### config.mk
export PLATFORM = sky130hd
export DESIGN_NAME = trk_pos_counter
export DESIGN_NICKNAME = d
export VERILOG_FILES = /design/src/rtl/trk_pkg.sv /design/src/rtl/trk_seq.sv /design/src/rtl/trk_res_reg.sv /design/src/rtl/trk_angle_ctr.sv /design/src/rtl/trk_pos_counter.sv
export SDC_FILE = /design/constraint.sdc
export NUM_CORES = 1
export LEC_CHECK = 0
export BUFFER_PORTS_ARGS = -buffer_cell sky130_fd_sc_hd__buf_2
export CORE_ASPECT_RATIO = 0.8
export CORE_MARGIN = 5
export CORE_UTILIZATION = 59
export DETAILED_ROUTE_END_ITERATION = 6
export GPL_ROUTABILITY_DRIVEN = 1
export GPL_TIMING_DRIVEN = 1
export PLACE_DENSITY = 0.87
export SLEW_MARGIN = 15
export SYNTH_ARGS = -nofsm -noshare
export SYNTH_HDL_FRONTEND = slang
export SYNTH_SLANG_ARGS = --single-unit
### constraint.sdc
create_clock -name clk_i -period 3.9 [get_ports clk_i]
set_input_delay 1.17 -clock clk_i [delete_from_list [all_inputs] [get_ports clk_i]]
set_output_delay 1.17 -clock clk_i [all_outputs]
set_load 0.02 [all_outputs]
### src/rtl/trk_pkg.sv
package trk_pkg;
  localparam int ANGLE_W = 16;
  localparam int RES_N   = 4;

  typedef enum logic [1:0] {RES_10 = 2'b00, RES_12 = 2'b01, RES_14 = 2'b10, RES_16 = 2'b11} res_e;
  typedef enum logic [1:0] {SQ_IDLE, SQ_LEAD, SQ_BUSY} seq_e;

  function automatic logic [ANGLE_W-1:0] res_step(res_e r);
    int bits;
    logic [ANGLE_W-1:0] one;
    bits = 10 + 2 * int'(r);
    one  = 1;
    return one << (ANGLE_W - bits);
  endfunction

  function automatic logic [ANGLE_W-1:0] res_mask(res_e r);
    return ~(res_step(r) - ANGLE_W'(1));
  endfunction
endpackage

### src/rtl/trk_seq.sv
module trk_seq #(
  parameter int DIR_LEAD  = 4,
  parameter int BUSY_LEN  = 8,
  parameter int UPD_DELAY = 2
) (
  input  logic clk_i,
  input  logic rst_ni,
  input  logic pulse_i,
  input  logic dir_i,
  output logic busy_o,
  output logic dir_o,
  output logic upd_o,
  output logic busy_end_o
);
  import trk_pkg::*;
  localparam int MAXLEN = (BUSY_LEN > DIR_LEAD) ? BUSY_LEN : DIR_LEAD;
  localparam int CNT_W  = $clog2(MAXLEN + 1);

  seq_e state_q, state_d;
  logic [CNT_W-1:0] cnt_q, cnt_d;
  logic dir_q, dir_d, pend_q, pend_d, pdir_q, pdir_d;
  logic lead_done, busy_done;

  assign lead_done = (state_q == SQ_LEAD) && (cnt_q == CNT_W'(DIR_LEAD - 1));
  assign busy_done = (state_q == SQ_BUSY) && (cnt_q == CNT_W'(BUSY_LEN - 1));

  always_comb begin
    state_d = state_q;
    cnt_d   = cnt_q;
    dir_d   = dir_q;
    pend_d  = pend_q;
    pdir_d  = pdir_q;
    unique case (state_q)
      SQ_IDLE: if (pulse_i) begin
        state_d = SQ_LEAD;
        cnt_d   = '0;
        dir_d   = dir_i;
      end
      SQ_LEAD: begin
        if (pulse_i && !pend_q) begin
          pend_d = 1'b1;
          pdir_d = dir_i;
        end
        if (lead_done) begin
          state_d = SQ_BUSY;
          cnt_d   = '0;
        end else cnt_d = cnt_q + 1'b1;
      end
      SQ_BUSY: begin
        if (pulse_i && !pend_q) begin
          pend_d = 1'b1;
          pdir_d = dir_i;
        end
        if (busy_done) begin
          cnt_d = '0;
          if (pend_q) begin
            // serve held strobe; a strobe on this edge takes the slot
            state_d = SQ_LEAD;
            dir_d   = pdir_q;
            pend_d  = pulse_i;
            pdir_d  = dir_i;
          end else if (pulse_i) begin
            state_d = SQ_LEAD;
            dir_d   = dir_i;
            pend_d  = 1'b0;
          end else state_d = SQ_IDLE;
        end else cnt_d = cnt_q + 1'b1;
      end
      default: state_d = SQ_IDLE;
    endcase
  end

  always_ff @(posedge clk_i or negedge rst_ni) begin
    if (!rst_ni) begin
      state_q <= SQ_IDLE;
      cnt_q   <= '0;
      dir_q   <= 1'b1;
      pend_q  <= 1'b0;
      pdir_q  <= 1'b1;
    end else begin
      state_q <= state_d;
      cnt_q   <= cnt_d;
      dir_q   <= dir_d;
      pend_q  <= pend_d;
      pdir_q  <= pdir_d;
    end
  end

  assign busy_o     = (state_q == SQ_BUSY);
  assign dir_o      = dir_q;
  assign upd_o      = (state_q == SQ_BUSY) && (cnt_q == CNT_W'(UPD_DELAY - 1));
  assign busy_end_o = busy_done;
endmodule

### src/rtl/trk_res_reg.sv
module trk_res_reg import trk_pkg::*; #(
  parameter logic [1:0] RES_RST = 2'b11
) (
  input  logic       clk_i,
  input  logic       rst_ni,
  input  logic       load_i,
  input  logic [1:0] res_i,
  output res_e       res_o
);
  res_e res_q;
  always_ff @(posedge clk_i or negedge rst_ni) begin
    if (!rst_ni)     res_q <= res_e'(RES_RST);
    else if (load_i) res_q <= res_e'(res_i);
  end
  assign res_o = res_q;
endmodule

### src/rtl/trk_angle_ctr.sv
module trk_angle_ctr import trk_pkg::*; (
  input  logic               clk_i,
  input  logic               rst_ni,
  input  logic               upd_i,
  input  logic               up_i,
  input  res_e               res_i,
  output logic [ANGLE_W-1:0] angle_o,
  output logic               major_carry_o
);
  logic [ANGLE_W-1:0] step_tbl [RES_N];
  logic [ANGLE_W-1:0] cnt_q, step, mask, base;

  for (genvar g = 0; g < RES_N; g++) begin : g_step
    assign step_tbl[g] = res_step(res_e'(g));
  end

  assign step = step_tbl[res_i];
  assign mask = ~(step - ANGLE_W'(1));
  assign base = cnt_q & mask;

  always_ff @(posedge clk_i or negedge rst_ni) begin
    if (!rst_ni)    cnt_q <= '0;
    else if (upd_i) cnt_q <= up_i ? base + step : base - step;
  end

  assign angle_o       = base;
  assign major_carry_o = ~(up_i ? (base == mask) : (base == '0));
endmodule

### src/rtl/trk_pos_counter.sv
module trk_pos_counter import trk_pkg::*; #(
  parameter int         DIR_LEAD  = 4,
  parameter int         BUSY_LEN  = 8,
  parameter int         UPD_DELAY = 2,
  parameter logic [1:0] RES_RST   = 2'b11
) (
  input  logic               clk_i,
  input  logic               rst_ni,
  input  logic               trk_pulse_i,
  input  logic               dir_i,
  input  logic [1:0]         res_sel_i,
  output logic               busy_o,
  output logic               dir_o,
  output logic               major_carry_o,
  output logic [ANGLE_W-1:0] angle_o
);
  logic upd, busy_end;
  res_e res_act;

  trk_seq #(.DIR_LEAD(DIR_LEAD), .BUSY_LEN(BUSY_LEN), .UPD_DELAY(UPD_DELAY)) u_seq (
    .clk_i, .rst_ni, .pulse_i(trk_pulse_i), .dir_i,
    .busy_o, .dir_o, .upd_o(upd), .busy_end_o(busy_end)
  );

  trk_res_reg #(.RES_RST(RES_RST)) u_res (
    .clk_i, .rst_ni, .load_i(busy_end), .res_i(res_sel_i), .res_o(res_act)
  );

  trk_angle_ctr u_ctr (
    .clk_i, .rst_ni, .upd_i(upd), .up_i(dir_o), .res_i(res_act),
    .angle_o, .major_carry_o
  );
endmodule

# --- Word-level counts from Yosys, hierarchy flattened ---
# Cells that the tools add are included.
op_classes:
  n_addsub: 4
  order_cmp: 1
  n_eq_ne: 9
  mux: 28
  bitwise: 4
  n_reduce_logical: 13
op_table:
  columns: ["cell", "n"]
  rows:
  - ["$mux W16", 3]
  - ["$bmux W16 S2", 1]
  - ["$add A16 B16 Y16", 1]
  - ["$and A16 B16 Y16", 1]
  - ["$eq A16 B16 Y1", 1]
  - ["$logic_not A16 Y1", 1]
  - ["$not A16 Y16", 1]
  - ["$sub A16 B1 Y16 const B", 1]
  - ["$sub A16 B16 Y16", 1]
  - ["$mux W1", 12]
  - ["$mux W4", 3]
  - ["$pmux W4 S3", 1]
  - ["$mux W2", 4]
  - ["$pmux W1 S2", 3]
  - ["$pmux W2 S3", 1]
  - ["$add A4 B1 Y4 const B", 1]
  - ["$eq A4 B1 Y1 const B", 1]
  - ["$eq A4 B2 Y1 const B", 1]
  - ["$eq A4 B3 Y1 const B", 1]
  - ["$logic_and A1 B1 Y1", 4]
  - ["$ne A2 B1 Y1 const B", 2]
  - ["$reduce_and A2 Y1", 2]
  - ["$reduce_bool A2 Y1", 2]
  - ["$ge A3 B3 Y1 const B", 1]
  - ["9 further kinds", 9]
totals:
  register_bits: 27
  in_bits: 6
  out_inout_bits: 19
  elab_cells: 66

# --- Depth between registers and ports, before layout ---
logic_depth:
  ltp_word: 10
  ltp_mapped: 13
  mapped_depth_nobuf: 12

# --- Modules after synthesis ---
# Synthesis repeated with hierarchy kept, for this count alone.
unflattened:
  hier_cells: 295
  area_unflattened_um2: 2482.4
by_module_without_submodules:
  columns: ["mod", "instances", "cells_each", "area_per_inst_um2", "seq_area_each_um2"]
  rows:
  - ["trk_angle_ctr", 1, 226, 1806.7, 400.4]
  - ["trk_seq", 1, 65, 600.6, 227.7]
  - ["trk_res_reg", 1, 4, 75.1, 52.6]

# --- Worst setup path before layout ---
# Ideal clock, no wire load.
synth_timing:
  path_kind: "flip-flop to output port"
  start: "register u_res.res_q[1] (netlist: u_res.res_o[1])"
  end: "output major_carry_o"
  arrival_ns: 2.422
  path_slack_ns: 0.308
  stages_incl_launch_ff: 10
  cell_sequence: "dfstp_2 clkbuf_1 nand2b_1 ha_1 nor2b_1 or3_1 a211oi_1 nand4_1 nor3_1 nor3_1"
synth_between:
  elab_chain_len: 10
  elab_cells_between_ends: 11
  classes_between: "add/sub: 1; eq/ne: 1; mux: 4; bitwise: 4; reduce/logical: 1"
synth_lines:
  columns: ["element", "line", "source"]
  rows:
  - ["start: declaration", "trk_res_reg.sv:10", "res_e res_q;"]
  - ["start signal: assignment", "trk_res_reg.sv:12", "if (!rst_ni) res_q <= res_e'(RES_RST);"]
  - ["start signal: assignment", "trk_res_reg.sv:13", "else if (load_i) res_q <= res_e'(res_i);"]
  - ["$not A2 Y3 (not written as such) *", "trk_angle_ctr.sv:17", "assign step = step_tbl[res_i];"]
  - ["$bmux W16 S2 *", "trk_angle_ctr.sv:17", null]
  - ["$mux W16 (not written as such) * (2 in series)", "trk_angle_ctr.sv:17", null]
  - ["$sub A16 B1 Y16 *", "trk_angle_ctr.sv:18", "assign mask = ~(step - ANGLE_W'(1));"]
  - ["$not A16 Y16 *", "trk_angle_ctr.sv:18", null]
  - ["$and A16 B16 Y16 *", "trk_angle_ctr.sv:19", "assign base = cnt_q & mask;"]
  - ["named net angle_o[3]", "trk_pos_counter.sv:15", "output logic [ANGLE_W-1:0] angle_o"]
  - ["$eq A16 B16 Y1 or $logic_not A16 Y1 (tied branches)", "trk_angle_ctr.sv:27", "assign major_carry_o = ~(up_i ? (base == mask) : (base == '0));"]
  - ["$mux W1 *", "trk_angle_ctr.sv:27", null]
  - ["$not A1 Y1 *", "trk_angle_ctr.sv:27", null]
  - ["end: declaration", "trk_pos_counter.sv:14", "output logic major_carry_o,"]
# Mark *: on every way through the listed nets, which the timed path passes. The rest lies on a longest branch. The select of a mux whose other input is x is not followed.

# --- Worst setup path after layout ---
layout_timing:
  start: "register u_res.res_q[0] (netlist: u_res.res_o[0])"
  end: "output major_carry_o"
layout_between:
  elab_chain_len: 10
  elab_cells_between_ends: 11
  classes_between: "add/sub: 1; eq/ne: 1; mux: 4; bitwise: 4; reduce/logical: 1"
layout_lines:
  columns: ["element", "line"]
  rows:
  - ["$not A2 Y3 (not written as such) *", "trk_angle_ctr.sv:17"]
  - ["$bmux W16 S2 *", "trk_angle_ctr.sv:17"]
  - ["$mux W16 (not written as such) * (2 in series)", "trk_angle_ctr.sv:17"]
  - ["$sub A16 B1 Y16 *", "trk_angle_ctr.sv:18"]
  - ["$not A16 Y16 *", "trk_angle_ctr.sv:18"]
  - ["$and A16 B16 Y16", "trk_angle_ctr.sv:19"]
  - ["$eq A16 B16 Y1 or $logic_not A16 Y1 (tied branches)", "trk_angle_ctr.sv:27"]
  - ["$mux W1 *", "trk_angle_ctr.sv:27"]
  - ["$not A1 Y1 *", "trk_angle_ctr.sv:27"]
# Mark *: on every way between the ends. The rest lies on a longest branch, timed or not. The select of a mux whose other input is x is not followed.

==> metrics.cfg <==
[cts]
cts_tree=yes
clock-sinks=27
clockRootBuffer=clkbuf_8
cts_buffers=3
cts_buffer_depth=2
clk_latency_ns=0.28
path_clk_slew_ns=0.11
cts_setup_buffers=0
htreeDepth=1

[pwr]
seqPwrFrac_pct=23.2
power.total_mw=2.39
clkPwrFrac_pct=7.2
p_sw_share_pct=52.4
p_int_mw=1.14
vdd_drop_max_uv=661
leakagePower_nw=1.21
combPwrFrac_pct=69.7
power.density_mw_per_mm2=928
switchingPower_mw=1.25

[sta]
finalClockSkew_ns=0.00956
post-route-period-util_pct=95.7
min_period_ns=3.73
maxClockFrequency_ghz=0.268
fin_setup_tns_ns=0
maxSlewHeadroom_pct=57.6
timing_hold_violations_final=0
rsz0062_at_grt=no
finalSetupViolations=0
finalMaxSlewViolations=0
tightest_slew_ns=0.636

[floorplanning]
start_util_pct=62.2
dieArea_sq_mm=0.00545
num_io_pins=25
dieWidth_microns=81.3
row_count=20
die_h_microns=67.0
core_area_sq_mm=0.00385

[critical_path]
worstPathRequired_ns=2.73
ff2ff_path_depth=12
cp.arrival_ns=2.56
criticalPathCategory=flip-flop to primary output
setup.worst_path.start_class=flip-flop
cp-end-kind=primary output
critPathMaxFanout=13

[detailed_routing]
ant_nets=0
avgViaCountPerCell=6.10
first_pass_iters=4
drc=0
drt_wl_total_mm=5.80
num_vias=2214
drt_iter0_drc=198
routedWlPerCell_microns=16.0

[yosys]
ys.flop_type=dfrtp_1
syn_area_per_cell_sq_um=8.10
yosys_warnings=0
synth.cell_area_sq_mm=0.00240
yosys_register_bits=27
synth_seq_area_share_pct=28.4
synthesis.nets=322
synthCells=296
ys_types=58
synth_edf_count=0
async_flop_share_pct=100

[job]
cap_violations=0

[global_route]
grtUsageTotal_pct=23.4
grt_pass1_vias=2098
grt_max_degree=28
grt_pass1_wl_mm=10.0
antenna_found_initial=0
overflow=0

[finish]
drive_gt1_share_pct=16.2
antenna_cells=0
area_delta_synth_final_pct=7.31
design_area_sq_mm=0.00257
fin_nets=335

[place]
place_congestion=0.948
post_dp_cell_area_sq_mm=0.00252
dp_hpwl_mm=4.28
io_buffers=24

[min_path]
whs_path_depth=2
hp-class=flip-flop to flip-flop

[run_status]
status=completed

## cell usage in the layout (no fill, tap or decap), types with 4 or more instances in the layout
| cell | count |
|---|---|
| o211ai_1 | 4 |
| inv_1 | 16 |
| buf_2 | 24 |
| nand3_1 | 14 |
| nand2_1 | 35 |
| a21oi_1 | 15 |
| a21o_1 | 5 |
| nand4_1 | 5 |
| o21ai_0 | 14 |
| dfrtp_1 | 23 |
| nor2b_1 | 5 |
| dfstp_2 | 4 |
| ha_1 | 18 |
| xor2_1 | 8 |
| o21ai_1 | 14 |
| and3_1 | 8 |
| nor2_1 | 14 |
| and2_1 | 8 |
| nor3_1 | 7 |
## cell type report
class	count	area, sq um
multi-input cells	233	1570
inverters	18	67.6
clock buffers	3	41.3
fillers	338	1280
clock inverters	1	7.51
well taps	55	68.8
repair buffers	26	135
flip-flops and latches	27	681
## stage by stage
| step | cells | setup slack (ns) | hold slack [ns] | utilization [%] |
|---|---|---|---|---|
| after floorplan | 296 | 0.308 | 0.464 | - |
| after global placement | 359 | 0.533 | 0.494 | 65.4 |
| after detailed placement | 359 | 0.450 | 0.507 | 65.4 |
| after CTS | 363 | 0.118 | 0.527 | 66.7 |
| after global routing | 363 | 0.0109 | 0.585 | 66.8 |
| final | 363 | 0.169 | 0.533 | 66.8 |
## registers in the layout, summed over array words and instances, names as in the netlist
signal and flops:
u_seq.pend_q 1, u_seq.pdir_q 1, u_seq.dir_o 1, u_res.res_o 2
u_seq.state_q 2, u_ctr.cnt_q 16, u_seq.cnt_q 4
## cell usage after synthesis, types with 2 or more instances
cell type | number | share of area, %
inv_1 | 16 | 2.5
a21o_1 | 5 | 1.6
inv_2 | 2 | 0.31
o21ai_0 | 14 | 2.9
clkbuf_1 | 13 | 2.0
and3_1 | 8 | 2.1
a211oi_2 | 2 | 1.0
a21oi_1 | 15 | 3.1
mux2i_1 | 2 | 0.84
buf_2 | 4 | 0.84
o2111ai_1 | 2 | 0.73
dfstp_2 | 4 | 4.4
and2_1 | 8 | 2.1
o21a_1 | 2 | 0.63
nand3_1 | 14 | 2.9
a31o_1 | 3 | 1.1
xnor2_1 | 3 | 1.1
o21ai_1 | 14 | 2.9
nand2_1 | 35 | 5.5
nor3_1 | 7 | 1.5
or4_1 | 3 | 0.94
o21bai_1 | 2 | 0.63
dfrtp_1 | 23 | 24
or3_1 | 2 | 0.52
nand2b_1 | 3 | 0.78
a211oi_1 | 2 | 0.63
mux2_1 | 2 | 0.94
a31oi_1 | 3 | 0.78
nor2b_1 | 5 | 1.3
ha_1 | 19 | 9.9
nand4_1 | 5 | 1.3
a21oi_2 | 3 | 1.1
nor2_1 | 14 | 2.2
o211ai_1 | 4 | 1.3
a211o_1 | 3 | 1.1
xor2_1 | 8 | 2.9
## final timing paths
| path | end | slack [ns] | start |
|---|---|---|---|
| min in group asynchronous | u_seq.cnt_q[3] | 0.90 | rst_ni |
| setup / recovery | major_carry_o | 0.17 | u_res.res_o[0] |
| hold / removal | u_ctr.cnt_q[2] | 0.53 | u_ctr.cnt_q[2] |
| hold reg to reg | u_ctr.cnt_q[2] | 0.53 | u_ctr.cnt_q[2] |
| max in group asynchronous | u_seq.cnt_q[1] | 2.59 | rst_ni |
| setup reg to reg | u_ctr.cnt_q[8] | 0.69 | u_res.res_o[1] |
## timing repair
| item | in CTS | in global routing |
|---|---|---|
| resized for setup | 0 | 1 |
| setup endpoints to repair | 0 | 1 |
| hold buffers | 0 | 0 |
## routing by layer
layer  vias up  track usage [%]  wire length, microns
met5         -                0                     0
met4         0             5.49                    80
met3        10             5.14                   382
met2        76             36.3                  2570
met1      1037             32.8                  2770
li1       1091                -                     -
## critical path, cell delays in order (launching register included)
cell,delay [ns]
dfstp_2,0.66
nand2b_1,0.17
ha_2,0.24
nor2b_1,0.10
or3_1,0.31
a211oi_1,0.21
nand4_1,0.17
nor3_1,0.20
nor3_1,0.08
buf_2,0.16
## power groups by stage
stage / logic (mW) / clock network (mW) / registers (mW)
floorplan: 1.37 / 0 / 0.472
global placement: 1.59 / 0 / 0.550
detailed placement: 1.64 / 0 / 0.554
CTS: 1.65 / 0.175 / 0.548
global route: 1.84 / 0.183 / 0.577
finish: 1.66 / 0.171 / 0.553
## cell families (layout without fill, tap and decap cells)
group	Yosys count	after routing	synth area share [%]
simple gates	108	108	22.5
compound gates	88	88	25.5
buf+inv	36	48	6.16
flops	27	27	28.4
fa+ha+maj	21	21	11.2
xor+xnor	11	11	4.02
mux	5	5	2.24
Note: power is estimated with default switching activity, not from simulation.
